`config.mk`:
```
export PLATFORM = sky130hd
export DESIGN_NAME = irq_dist_regs
export DESIGN_NICKNAME = d
export VERILOG_FILES = /design/src/rtl/irq_dist_pkg.sv /design/src/rtl/irq_dist_trig.sv /design/src/rtl/irq_dist_bitbank.sv /design/src/rtl/irq_dist_bytebank.sv /design/src/rtl/irq_dist_regs.sv
export SDC_FILE = /design/constraint.sdc
export NUM_CORES = 2
export LEC_CHECK = 0
export ABC_CLOCK_PERIOD_IN_PS = 3440
export BUFFER_PORTS_ARGS = -buffer_cell sky130_fd_sc_hd__buf_2
export CAP_MARGIN = 0
export CORE_AREA = 2 2 533 535
export CTS_CLUSTER_SIZE = 24
export DETAILED_ROUTE_END_ITERATION = 6
export DIE_AREA = 0 0 535 537
export GPL_TIMING_DRIVEN = 1
export PLACE_DENSITY = 0.47
export SYNTH_ARGS = -nofsm -noshare
export SYNTH_HDL_FRONTEND = slang
export SYNTH_SLANG_ARGS = --single-unit
export TNS_END_PERCENT = 50
```
`constraint.sdc`:
```
create_clock -name clk -period 3.44 [get_ports clk]
set_input_delay 0.86 -clock clk [delete_from_list [all_inputs] [get_ports clk]]
set_output_delay 0.86 -clock clk [all_outputs]
set_load 0.01 [all_outputs]
```
`src/rtl/irq_dist_pkg.sv`:
```
package irq_dist_pkg;
   localparam int MAX_IRQ = 1020;
   localparam int BUS_W   = 32;
   localparam int ADDR_W  = 12;
   localparam int FIELD_W = 8;
   localparam int LANES   = BUS_W / FIELD_W;
   localparam int WADDR_W = ADDR_W - 2;
   localparam int PAD_W   = 1024;

   localparam logic [WADDR_W-1:0] PRIO_BASE_W = 10'h100;
   localparam logic [WADDR_W-1:0] TGT_BASE_W  = 10'h200;

   typedef enum logic [3:0] {
      SEL_NONE,
      SEL_CTRL,
      SEL_GROUP,
      SEL_SETEN,
      SEL_CLREN,
      SEL_SETPD,
      SEL_CLRPD,
      SEL_PRIO,
      SEL_TGT
   } reg_sel_t;

   function automatic reg_sel_t decode_word(input logic [WADDR_W-1:0] w);
      reg_sel_t s;
      s = SEL_NONE;
      case (w[9:8])
         2'd1: s = SEL_PRIO;
         2'd2: s = SEL_TGT;
         2'd0: begin
            case (w[7:5])
               3'd0: s = (w == '0) ? SEL_CTRL : SEL_NONE;
               3'd1: s = SEL_GROUP;
               3'd2: s = SEL_SETEN;
               3'd3: s = SEL_CLREN;
               3'd4: s = SEL_SETPD;
               3'd5: s = SEL_CLRPD;
               default: s = SEL_NONE;
            endcase
         end
         default: s = SEL_NONE;
      endcase
      return s;
   endfunction
endpackage

```
`src/rtl/irq_dist_trig.sv`:
```
module irq_dist_trig #(
   parameter int N           = 64,
   parameter bit LEVEL_SENSE = 1'b0
) (
   input  logic         clk,
   input  logic         rst_n,
   input  logic [N-1:0] irq_in,
   output logic [N-1:0] hit
);
   generate
      if (LEVEL_SENSE) begin : g_level
         assign hit = irq_in;
      end else begin : g_edge
         logic [N-1:0] irq_q;
         always_ff @(posedge clk or negedge rst_n) begin
            if (!rst_n) irq_q <= '0;
            else        irq_q <= irq_in;
         end
         assign hit = irq_in & ~irq_q;
      end
   endgenerate
endmodule

```
`src/rtl/irq_dist_bitbank.sv`:
```
module irq_dist_bitbank #(
   parameter int N = 64
) (
   input  logic         clk,
   input  logic         rst_n,
   input  logic [N-1:0] set_vec,
   input  logic [N-1:0] clr_vec,
   input  logic [N-1:0] hw_set,
   output logic [N-1:0] q
);
   // hardware set is applied last so it overrides a software clear
   always_ff @(posedge clk or negedge rst_n) begin
      if (!rst_n) q <= '0;
      else        q <= (q & ~clr_vec) | set_vec | hw_set;
   end
endmodule

```
`src/rtl/irq_dist_bytebank.sv`:
```
module irq_dist_bytebank
   import irq_dist_pkg::*;
#(
   parameter int                 N      = 64,
   parameter logic [WADDR_W-1:0] BASE_W = 10'h100
) (
   input  logic                  clk,
   input  logic                  rst_n,
   input  logic                  wr,
   input  logic [WADDR_W-1:0]    waddr,
   input  logic [BUS_W-1:0]      wdata,
   input  logic [LANES-1:0]      strb,
   output logic [BUS_W-1:0]      rdata,
   output logic [N*FIELD_W-1:0]  q_flat
);
   localparam int NWORDS = (N + LANES - 1) / LANES;
   localparam int PADN   = NWORDS * LANES;

   logic [FIELD_W-1:0] mem [PADN];

   genvar gi;
   generate
      for (gi = 0; gi < PADN; gi++) begin : g_field
         localparam int                 LN = gi % LANES;
         localparam logic [WADDR_W-1:0] WA = BASE_W + WADDR_W'(gi / LANES);
         if (gi < N) begin : g_impl
            always_ff @(posedge clk or negedge rst_n) begin
               if (!rst_n)
                  mem[gi] <= '0;
               else if (wr && (waddr == WA) && strb[LN])
                  mem[gi] <= wdata[FIELD_W*LN +: FIELD_W];
            end
            assign q_flat[FIELD_W*gi +: FIELD_W] = mem[gi];
         end else begin : g_unimpl
            assign mem[gi] = '0;
         end
      end
   endgenerate

   // word index within the region, valid only when the word is implemented
   logic [WADDR_W-1:0] rel;
   always_comb begin
      rel   = waddr - BASE_W;
      rdata = '0;
      if ((waddr >= BASE_W) && (int'(rel) < NWORDS)) begin
         for (int l = 0; l < LANES; l++)
            rdata[FIELD_W*l +: FIELD_W] = mem[int'(rel) * LANES + l];
      end
   end
endmodule

```
`src/rtl/irq_dist_regs.sv`:
```
module irq_dist_regs
   import irq_dist_pkg::*;
#(
   parameter int NUM_IRQ     = 64,
   parameter bit LEVEL_SENSE = 1'b0
) (
   input  logic                     clk,
   input  logic                     rst_n,
   input  logic                     bus_wr,
   input  logic [ADDR_W-1:0]        bus_addr,
   input  logic [BUS_W-1:0]         bus_wdata,
   input  logic [LANES-1:0]         bus_strb,
   output logic [BUS_W-1:0]         bus_rdata,
   input  logic [NUM_IRQ-1:0]       irq_in,
   output logic [NUM_IRQ-1:0]       en_o,
   output logic [NUM_IRQ-1:0]       pend_o,
   output logic [NUM_IRQ-1:0]       grp_o,
   output logic [NUM_IRQ*FIELD_W-1:0] prio_o,
   output logic [NUM_IRQ*FIELD_W-1:0] tgt_o,
   output logic                     grp0_en_o,
   output logic                     grp1_en_o
);
   generate
      if (NUM_IRQ < 1 || NUM_IRQ > MAX_IRQ) begin : g_bad_count
         $error("irq_dist_regs: NUM_IRQ must lie in 1..1020");
      end
   endgenerate

   logic [WADDR_W-1:0] waddr;
   reg_sel_t           sel;
   assign waddr = bus_addr[ADDR_W-1:2];
   assign sel   = decode_word(waddr);

   // per-line set/clear strobes for the bit registers
   logic [NUM_IRQ-1:0] en_set, en_clr, pd_set, pd_clr, gp_set, gp_clr, hw_hit;
   logic [NUM_IRQ-1:0] zero_vec;
   assign zero_vec = '0;

   genvar gi;
   generate
      for (gi = 0; gi < NUM_IRQ; gi++) begin : g_line
         localparam int BI = gi % BUS_W;
         localparam int WI = gi / BUS_W;
         logic hit_w, d;
         assign hit_w = bus_wr && (waddr[4:0] == 5'(WI)) && bus_strb[BI / FIELD_W];
         assign d     = bus_wdata[BI];
         assign en_set[gi] = hit_w && (sel == SEL_SETEN) && d;
         assign en_clr[gi] = hit_w && (sel == SEL_CLREN) && d;
         assign pd_set[gi] = hit_w && (sel == SEL_SETPD) && d;
         assign pd_clr[gi] = hit_w && (sel == SEL_CLRPD) && d;
         assign gp_set[gi] = hit_w && (sel == SEL_GROUP) && d;
         assign gp_clr[gi] = hit_w && (sel == SEL_GROUP) && !d;
      end
   endgenerate

   irq_dist_trig #(.N(NUM_IRQ), .LEVEL_SENSE(LEVEL_SENSE)) u_trig (
      .clk(clk), .rst_n(rst_n), .irq_in(irq_in), .hit(hw_hit));

   irq_dist_bitbank #(.N(NUM_IRQ)) u_enable (
      .clk(clk), .rst_n(rst_n), .set_vec(en_set), .clr_vec(en_clr),
      .hw_set(zero_vec), .q(en_o));

   irq_dist_bitbank #(.N(NUM_IRQ)) u_pending (
      .clk(clk), .rst_n(rst_n), .set_vec(pd_set), .clr_vec(pd_clr),
      .hw_set(hw_hit), .q(pend_o));

   irq_dist_bitbank #(.N(NUM_IRQ)) u_group (
      .clk(clk), .rst_n(rst_n), .set_vec(gp_set), .clr_vec(gp_clr),
      .hw_set(zero_vec), .q(grp_o));

   logic [BUS_W-1:0] prio_rd, tgt_rd;

   irq_dist_bytebank #(.N(NUM_IRQ), .BASE_W(PRIO_BASE_W)) u_prio (
      .clk(clk), .rst_n(rst_n), .wr(bus_wr), .waddr(waddr),
      .wdata(bus_wdata), .strb(bus_strb), .rdata(prio_rd), .q_flat(prio_o));

   irq_dist_bytebank #(.N(NUM_IRQ), .BASE_W(TGT_BASE_W)) u_tgt (
      .clk(clk), .rst_n(rst_n), .wr(bus_wr), .waddr(waddr),
      .wdata(bus_wdata), .strb(bus_strb), .rdata(tgt_rd), .q_flat(tgt_o));

   // control word: two forwarding enables in byte lane 0
   logic [1:0] ctrl_q;
   always_ff @(posedge clk or negedge rst_n) begin
      if (!rst_n)
         ctrl_q <= '0;
      else if (bus_wr && (sel == SEL_CTRL) && bus_strb[0])
         ctrl_q <= bus_wdata[1:0];
   end
   assign grp0_en_o = ctrl_q[0];
   assign grp1_en_o = ctrl_q[1];

   // read path: bit registers are padded to the full 1024-line space
   logic [PAD_W-1:0] bit_src;
   always_comb begin
      case (sel)
         SEL_GROUP:            bit_src = PAD_W'(grp_o);
         SEL_SETEN, SEL_CLREN: bit_src = PAD_W'(en_o);
         SEL_SETPD, SEL_CLRPD: bit_src = PAD_W'(pend_o);
         default:              bit_src = '0;
      endcase
      case (sel)
         SEL_CTRL: bus_rdata = {{(BUS_W-2){1'b0}}, ctrl_q};
         SEL_PRIO: bus_rdata = prio_rd;
         SEL_TGT:  bus_rdata = tgt_rd;
         SEL_GROUP, SEL_SETEN, SEL_CLREN, SEL_SETPD, SEL_CLRPD:
                   bus_rdata = bit_src[{waddr[4:0], 5'b0} +: BUS_W];
         default:  bus_rdata = '0;
      endcase
   end
endmodule

```
# [Word level (Yosys, flattened, before mapping)]
# Cells that the tools add are included.
[word_totals] out_inout_bits=1250 mem_count=0 register_bits=1282 mem_bits_ro=0 inputBits=115 latchBits=0 ramBits=0 wordCells=890
[op_classes] n_div=0 bitwise_logic=20 muxes=31 n_reduce_logical=637 magnitude_cmp=12 n_eq_ne=48 n_shift=1 mul=0 n_addsub=8
[op_table] operator="$shiftx A1024 B11 Y32" count=1
[op_table] operator="$logic_and A1 B1 Y1" count=598
[op_table] operator="$bmux W8 S6" count=8
[op_table] operator="$and A64 B64 Y64" count=4
[op_table] operator="$ge A32 B7 Y1 const B" count=8
[op_table] operator="$not A64 Y64" count=4
[op_table] operator="$or A64 B64 Y64" count=4
[op_table] operator="$not A32 Y32" count=6
[op_table] operator="$pmux W64 S3" count=1
[op_table] operator="$eq A10 B10 Y1 const B" count=16
[op_table] operator="$eq A10 B9 Y1 const B" count=16
[op_table] operator="$mux W8" count=16
[op_table] operator="$pmux W32 S4" count=1
[op_table] operator="$mux W32" count=2
[op_table] operator="$not A12 Y32" count=2
[op_table] operator="$add A12 B2 Y13 const B" count=4
[op_table] operator="$logic_not A1 Y1" count=32
[op_table] operator="$add A12 B1 Y13 const B" count=2
[op_table] operator="$lt A10 B5 Y1 const B" count=2
[op_table] operator="$pmux W3 S6" count=1
[op_table] operator="$eq A4 B3 Y1 const B" count=4
[op_table] operator="$pmux W4 S3" count=1
[op_table] operator="$ge A10 B10 Y1 const B" count=1
[op_table] operator="$ge A10 B9 Y1 const B" count=1
[op_table] operator="other kinds (18)" count=22

# [Longest topological paths before layout]
[depth] ltp_word=11 depth_mapped=10 mapped_depth_nobuf=6

# [Cells and area by module]
# From an unflattened synthesis, not the netlist that was laid out.
[hier_totals] cells_unflattened=4768 hier_area_um2=62271.0
[by_module_without_submodules] mod="irq_dist_bytebank at u_prio" cells_per_inst=1533 seq_area_each_um2=12812.3 area_per_inst_um2=24468.5 instances=1
[by_module_without_submodules] mod="irq_dist_bytebank at u_tgt" cells_per_inst=1503 seq_area_each_um2=12812.3 area_per_inst_um2=23084.6 instances=1
[by_module_without_submodules] mod="irq_dist_bitbank" cells_per_inst=256 seq_area_each_um2=1601.5 area_per_inst_um2=2402.3 instances=3
[by_module_without_submodules] mod="irq_dist_regs" cells_per_inst=836 seq_area_each_um2=50.0 area_per_inst_um2=5028.6 instances=1
[by_module_without_submodules] mod="irq_dist_trig" cells_per_inst=128 seq_area_each_um2=1601.5 area_per_inst_um2=2482.4 instances=1

# [Worst setup path after synthesis]
# No wires, ideal clock.
[synth_path] path_kind="in2out" from="in bus_addr[3]" to="out bus_rdata[15]" slack_ns=-0.121 n_path_buf=3 required_time_ns=2.580 arrival_ns=2.701 path_stages=7 cell_sequence="buf_4 clkbuf_1 buf_1 mux4_2 mux4_2 a22oi_1 o31ai_1"
[synth_between] elab_chain_cells=9 word_cells_on_any_way=38 cone_classes="add/sub (4); order compare (4); eq/ne (8); shift (1); mux (13); bitwise (2); reduce/logical (6)"
[synth_lines] element="from (decl)" line="irq_dist_regs.sv:10" text="input logic [ADDR_W-1:0] bus_addr,"
[synth_lines] element="$logic_not A10 Y1" line="irq_dist_pkg.sv:33" text="3'd0: s = (w == '0) ? SEL_CTRL : SEL_NONE;"
[synth_lines] element="$mux W1" line="irq_dist_pkg.sv:33"
[synth_lines] element="$pmux W3 S6" line="irq_dist_pkg.sv:32" text="case (w[7:5])"
[synth_lines] element="$pmux W4 S3" line="irq_dist_pkg.sv:28" text="case (w[9:8])"
[synth_lines] element="$eq A4 B3 Y1 or $eq A4 B2 Y1 (tied branches)" line="irq_dist_regs.sv:95, irq_dist_regs.sv:101"
[synth_lines] element="$reduce_or A2 Y1" line="irq_dist_regs.sv:95" text="case (sel)"
[synth_lines] element="$pmux W64 S3" line="irq_dist_regs.sv:95"
[synth_lines] element="$shiftx A1024 B11 Y32" line="irq_dist_regs.sv:106" text="bus_rdata = bit_src[{waddr[4:0], 5'b0} +: BUS_W];"
[synth_lines] element="$pmux W32 S4 (*)" line="irq_dist_regs.sv:101" text="case (sel)"
[synth_lines] element="to (decl)" line="irq_dist_regs.sv:13" text="output logic [BUS_W-1:0] bus_rdata,"
# Every way passes the cells marked *; elsewhere a longest branch is shown, timed or not. The select of a mux whose other input is x is not followed.

# [Worst setup path after layout]
[layout_path] from="in bus_addr[2]" to="out bus_rdata[12]"
# Same word-level chain as after synthesis.

==> run_results.csv <==
group,metric,value,unit
routing,route.met3.wl,28.7,mm
timing,setup_tns,-18.35,ns
critical_path,ff2ff_path_depth,1,
global_routing,grt_pass1_vias,47500,
logic_synthesis,synth.distinct_cells,46,
critical_path,crit_arrival,3.25,ns
pwr,ir_drop,0.384,mV
critical_path,rr_startpoint,"u_prio.q_flat[392]",
logic_synthesis,synth-async-reset-ratio,100,%
placement,post-place-cells,9256,
routing,wirelength,335,mm
routing,ant_nets,0,
critical_path,required,2.58,ns
final_layout,final_util,28.9,%
final_layout,layout-drive-gt1-share,62.8,%
global_routing,overflow,0,
final_layout,final_cells,9604,
critical_path,crit_chain,"buf_16 -> buf_16 -> buf_16 -> buf_8 -> mux4_2 -> mux4_2 -> a22oi_2 -> buf_6 -> o31ai_4 -> buf_2",
logic_synthesis,netlist_top_cells_count,"dfrtp_1, mux2_2, mux4_2, clkbuf_1, nand2_1",
critical_path,path_class,"input port to output port",
placement,placed_area,74600,µm²
routing,drt-vias-per-instance,4.86,
floorplan,start_util,20.8,%
clock_tree,cts_buffers,159,
clock_tree,cts_sinks,1282,
clock_tree,cts-htree-levels,4,
placement,globalplace.congestion,0.895,
global_routing,grt_max_degree,84,
logic_synthesis,ys.flop_type,"dfrtp_1",
clock_tree,clk_path_buf_depth,4,
min_path,worstHoldStart,"irq_in[34]",
floorplan,die_w,535,µm
timing,timing.fmax,0.243,GHz
final_layout,stdcell_area,81300,µm²
clock_tree,cts_tree,"built",
floorplan,row_count,195,
timing,fin_crit_sh,120,%
logic_synthesis,yosysSeqAreaShare,54.8,%
critical_path,crit_fanout,7,
logic_synthesis,post-synth-top-area-cell,"dfrtp_1",
final_layout,syn2layout_area_growth,38.9,%
clock_tree,root_buffer,"clkbuf_16",
routing,dr_wl_met2,162,mm
logic_synthesis,syn-num-nets,4114,
critical_path,rrSetupSlack,2.40,ns
final_layout,finalNetCount,5841,
critical_path,rr_endpoint,"u_prio.q_flat[392]",
final_layout,num-fill-cells,28900,
run,cap_violations,0,
logic_synthesis,netlist_area,58600,µm²
logic_synthesis,syn_inst,3999,
timing,max-slew-margin-rel,26.8,%
final_layout,seq_area,32100,µm²
min_path,min_to,"u_trig.g_edge.irq_q[34]",
clock_tree,clk_latency,0.82,ns
min_path,hold_path_depth,1,
logic_synthesis,synth.most_common_cell,"dfrtp_1",
critical_path,cp-end-kind,"output port",
critical_path,slowest_delay,0.56,ns
critical_path,crit_path_frequent_cell,"buf_16",
floorplan,ios,1365,
floorplan,die_area,287000,µm²
routing,drt_pass1_iterations,6,
timing,rsz0062_at_grt,"yes",
clock_tree,clk_pin_slew_worst_paths,0.06,ns
routing,drc,0,
timing,setup_ws,-0.673,ns
routing,dr.first_iter.drc_count,3725,
critical_path,slowest_stage,"mux4_2",
logic_synthesis,synth_top_area_share,54.8,%
placement,dp_hpwl,254,mm
global_routing,grt_pass1_wl,443,mm
routing,num_vias,46700,
pwr,power,35.0,mW
status,status,"complete, but fails checks",
final_layout,multi_input_area,25200,µm²
floorplan,die_h,537,µm
timing,min_period,4.11,ns
pwr,power_density,431,nW/µm²
status,violations,"setup timing",
timing,final-setup-viol-count,32,
global_routing,grt_use_total,22.5,%
timing,finalHoldViolCount,0,
pwr,leakage,41.2,nW
timing,drv_slew,0,
critical_path,start_kind,"input port",
global_routing,antenna_found_initial,31,
min_path,min_path_type,"input port to register",
logic_synthesis,synth-seq-cells,1282,
logic_synthesis,ys_top_cells_by_area,"dfrtp_1, mux2_2, mux4_2",
placement,io_buffers,1362,
floorplan,core,281000,µm²
logic_synthesis,synth_edf_count,0,
routing,wl_per_cell,34.9,µm
routing,m1WireLength,131,mm
routing,topRoutingLayerUsed,"met5",
timing,clock_skew,0.0140,ns
logic_synthesis,avgSynthCellArea,14.6,µm²
logic_synthesis,yosysWarnings,0,
timing,worst_pin_slew,1.10,ns
[critical path: cells and delay by family]
| kind | cells | cell delay (ns) |
|---|---|---|
| AO/OA/AOI/OAI | 2 | 0.27 |
| buffers and inverters | 6 | 1.02 |
| multiplexers | 2 | 1.06 |
[cell usage in the layout, fill, tap and decap left out, drive strengths merged, types with 2 or more instances in the layout]
| cell | netlist | layout |
|---|---|---|
| buf | 110 | 1886 |
| dfrtp | 1282 | 1282 |
| mux2 | 1090 | 1090 |
| mux4 | 318 | 318 |
| clkbuf | 217 | 242 |
| nand2 | 202 | 202 |
| a21oi | 131 | 131 |
| inv | 96 | 103 |
| o21ai | 99 | 99 |
| nor2 | 97 | 97 |
| a221oi | 66 | 66 |
| nand4 | 64 | 64 |
| a32oi | 64 | 64 |
| o31ai | 34 | 34 |
| a21o | 33 | 33 |
| a22oi | 30 | 30 |
| and3 | 21 | 21 |
| clkinv | 0 | 21 |
| diode | 0 | 14 |
| nand3 | 12 | 12 |
| bufinv | 0 | 10 |
| clkinvlp | 0 | 6 |
| and3b | 6 | 6 |
| mux2i | 4 | 4 |
| nand3b | 3 | 3 |
| nor3 | 3 | 3 |
| a211oi | 2 | 2 |
| nor2b | 2 | 2 |
| o22ai | 2 | 2 |
| bufbuf | 0 | 2 |
| nor4 | 2 | 2 |
[cells by family after synthesis]
kind of cell | Yosys count | share of synthesized area [%]
AOI/OAI and AO/OA | 464 | 5.26
xor gates and xnor gates | 1 | 0.0150
buffers and inverters | 423 | 3.06
DFF | 1282 | 54.8
muxes | 1412 | 33.3
and+or+nand+nor | 417 | 3.62
[how the worst max path moves through the flow]
stage                startpoint  slack [ns]             to  depth (start not counted)
floorplan           bus_addr[7]       -0.01  bus_rdata[13]                          9
global placement    bus_addr[6]       -0.96   bus_rdata[5]                         12
detailed placement  bus_addr[6]       -0.93   bus_rdata[5]                         12
CTS                 bus_addr[2]       -0.68  bus_rdata[10]                          9
global route        bus_addr[2]       -0.69  bus_rdata[14]                          9
finish              bus_addr[2]       -0.67  bus_rdata[12]                         10
[state kept, by name, indices dropped and copies added, names as in the netlist, named ones only]
register	flops
u_enable.q	64
ctrl_q	2
u_trig.g_edge.irq_q	64
u_prio.q_flat	512
u_pending.q	64
u_tgt.q_flat	512
[through the flow]
stage	hold slack [ns]	setup slack [ns]
after CTS	0.0673	-0.684
after detailed placement	0.409	-0.935
final	0.156	-0.673
after global placement	0.404	-0.958
after floorplan	0.400	-0.0113
after global routing	0.110	-0.688
[area by class of cell]
class,count,share of cell area (%)
clock buffers,238,5.87
flip-flops and latches,1282,39.5
inverters,96,0.443
diodes,14,0.0431
repair buffers,1893,16.8
multi-input cells,2294,31.0
clock inverters,44,0.662
well taps,3743,5.76
[where the power goes]
| group | leakage, nW | switching [mW] | internal, mW |
|---|---|---|---|
| Sequential | 17.4 | 0.137 | 15.2 |
| Clock | 2.61 | 6.99 | 10.3 |
| Combinational | 21.2 | 1.51 | 0.841 |
[repair_timing]
item                                    CTS  global route
pin swaps                                17            17
endpoints found under the setup margin   32            32
resized for setup                        93            50
endpoints found under the hold margin     4             0
buffers inserted                         23            18
hold buffers                              1             0
gates cloned                              9             4
[per-layer routing]
| layer | up-vias | GRT usage (%) |
|---|---|---|
| li1 | 18600 | - |
| met4 | 4 | 8.27 |
| met5 | - | 0 |
| met3 | 491 | 6.63 |
| met2 | 2268 | 37.6 |
| met1 | 25300 | 27.4 |
Note: power is estimated with default switching activity, not from simulation.
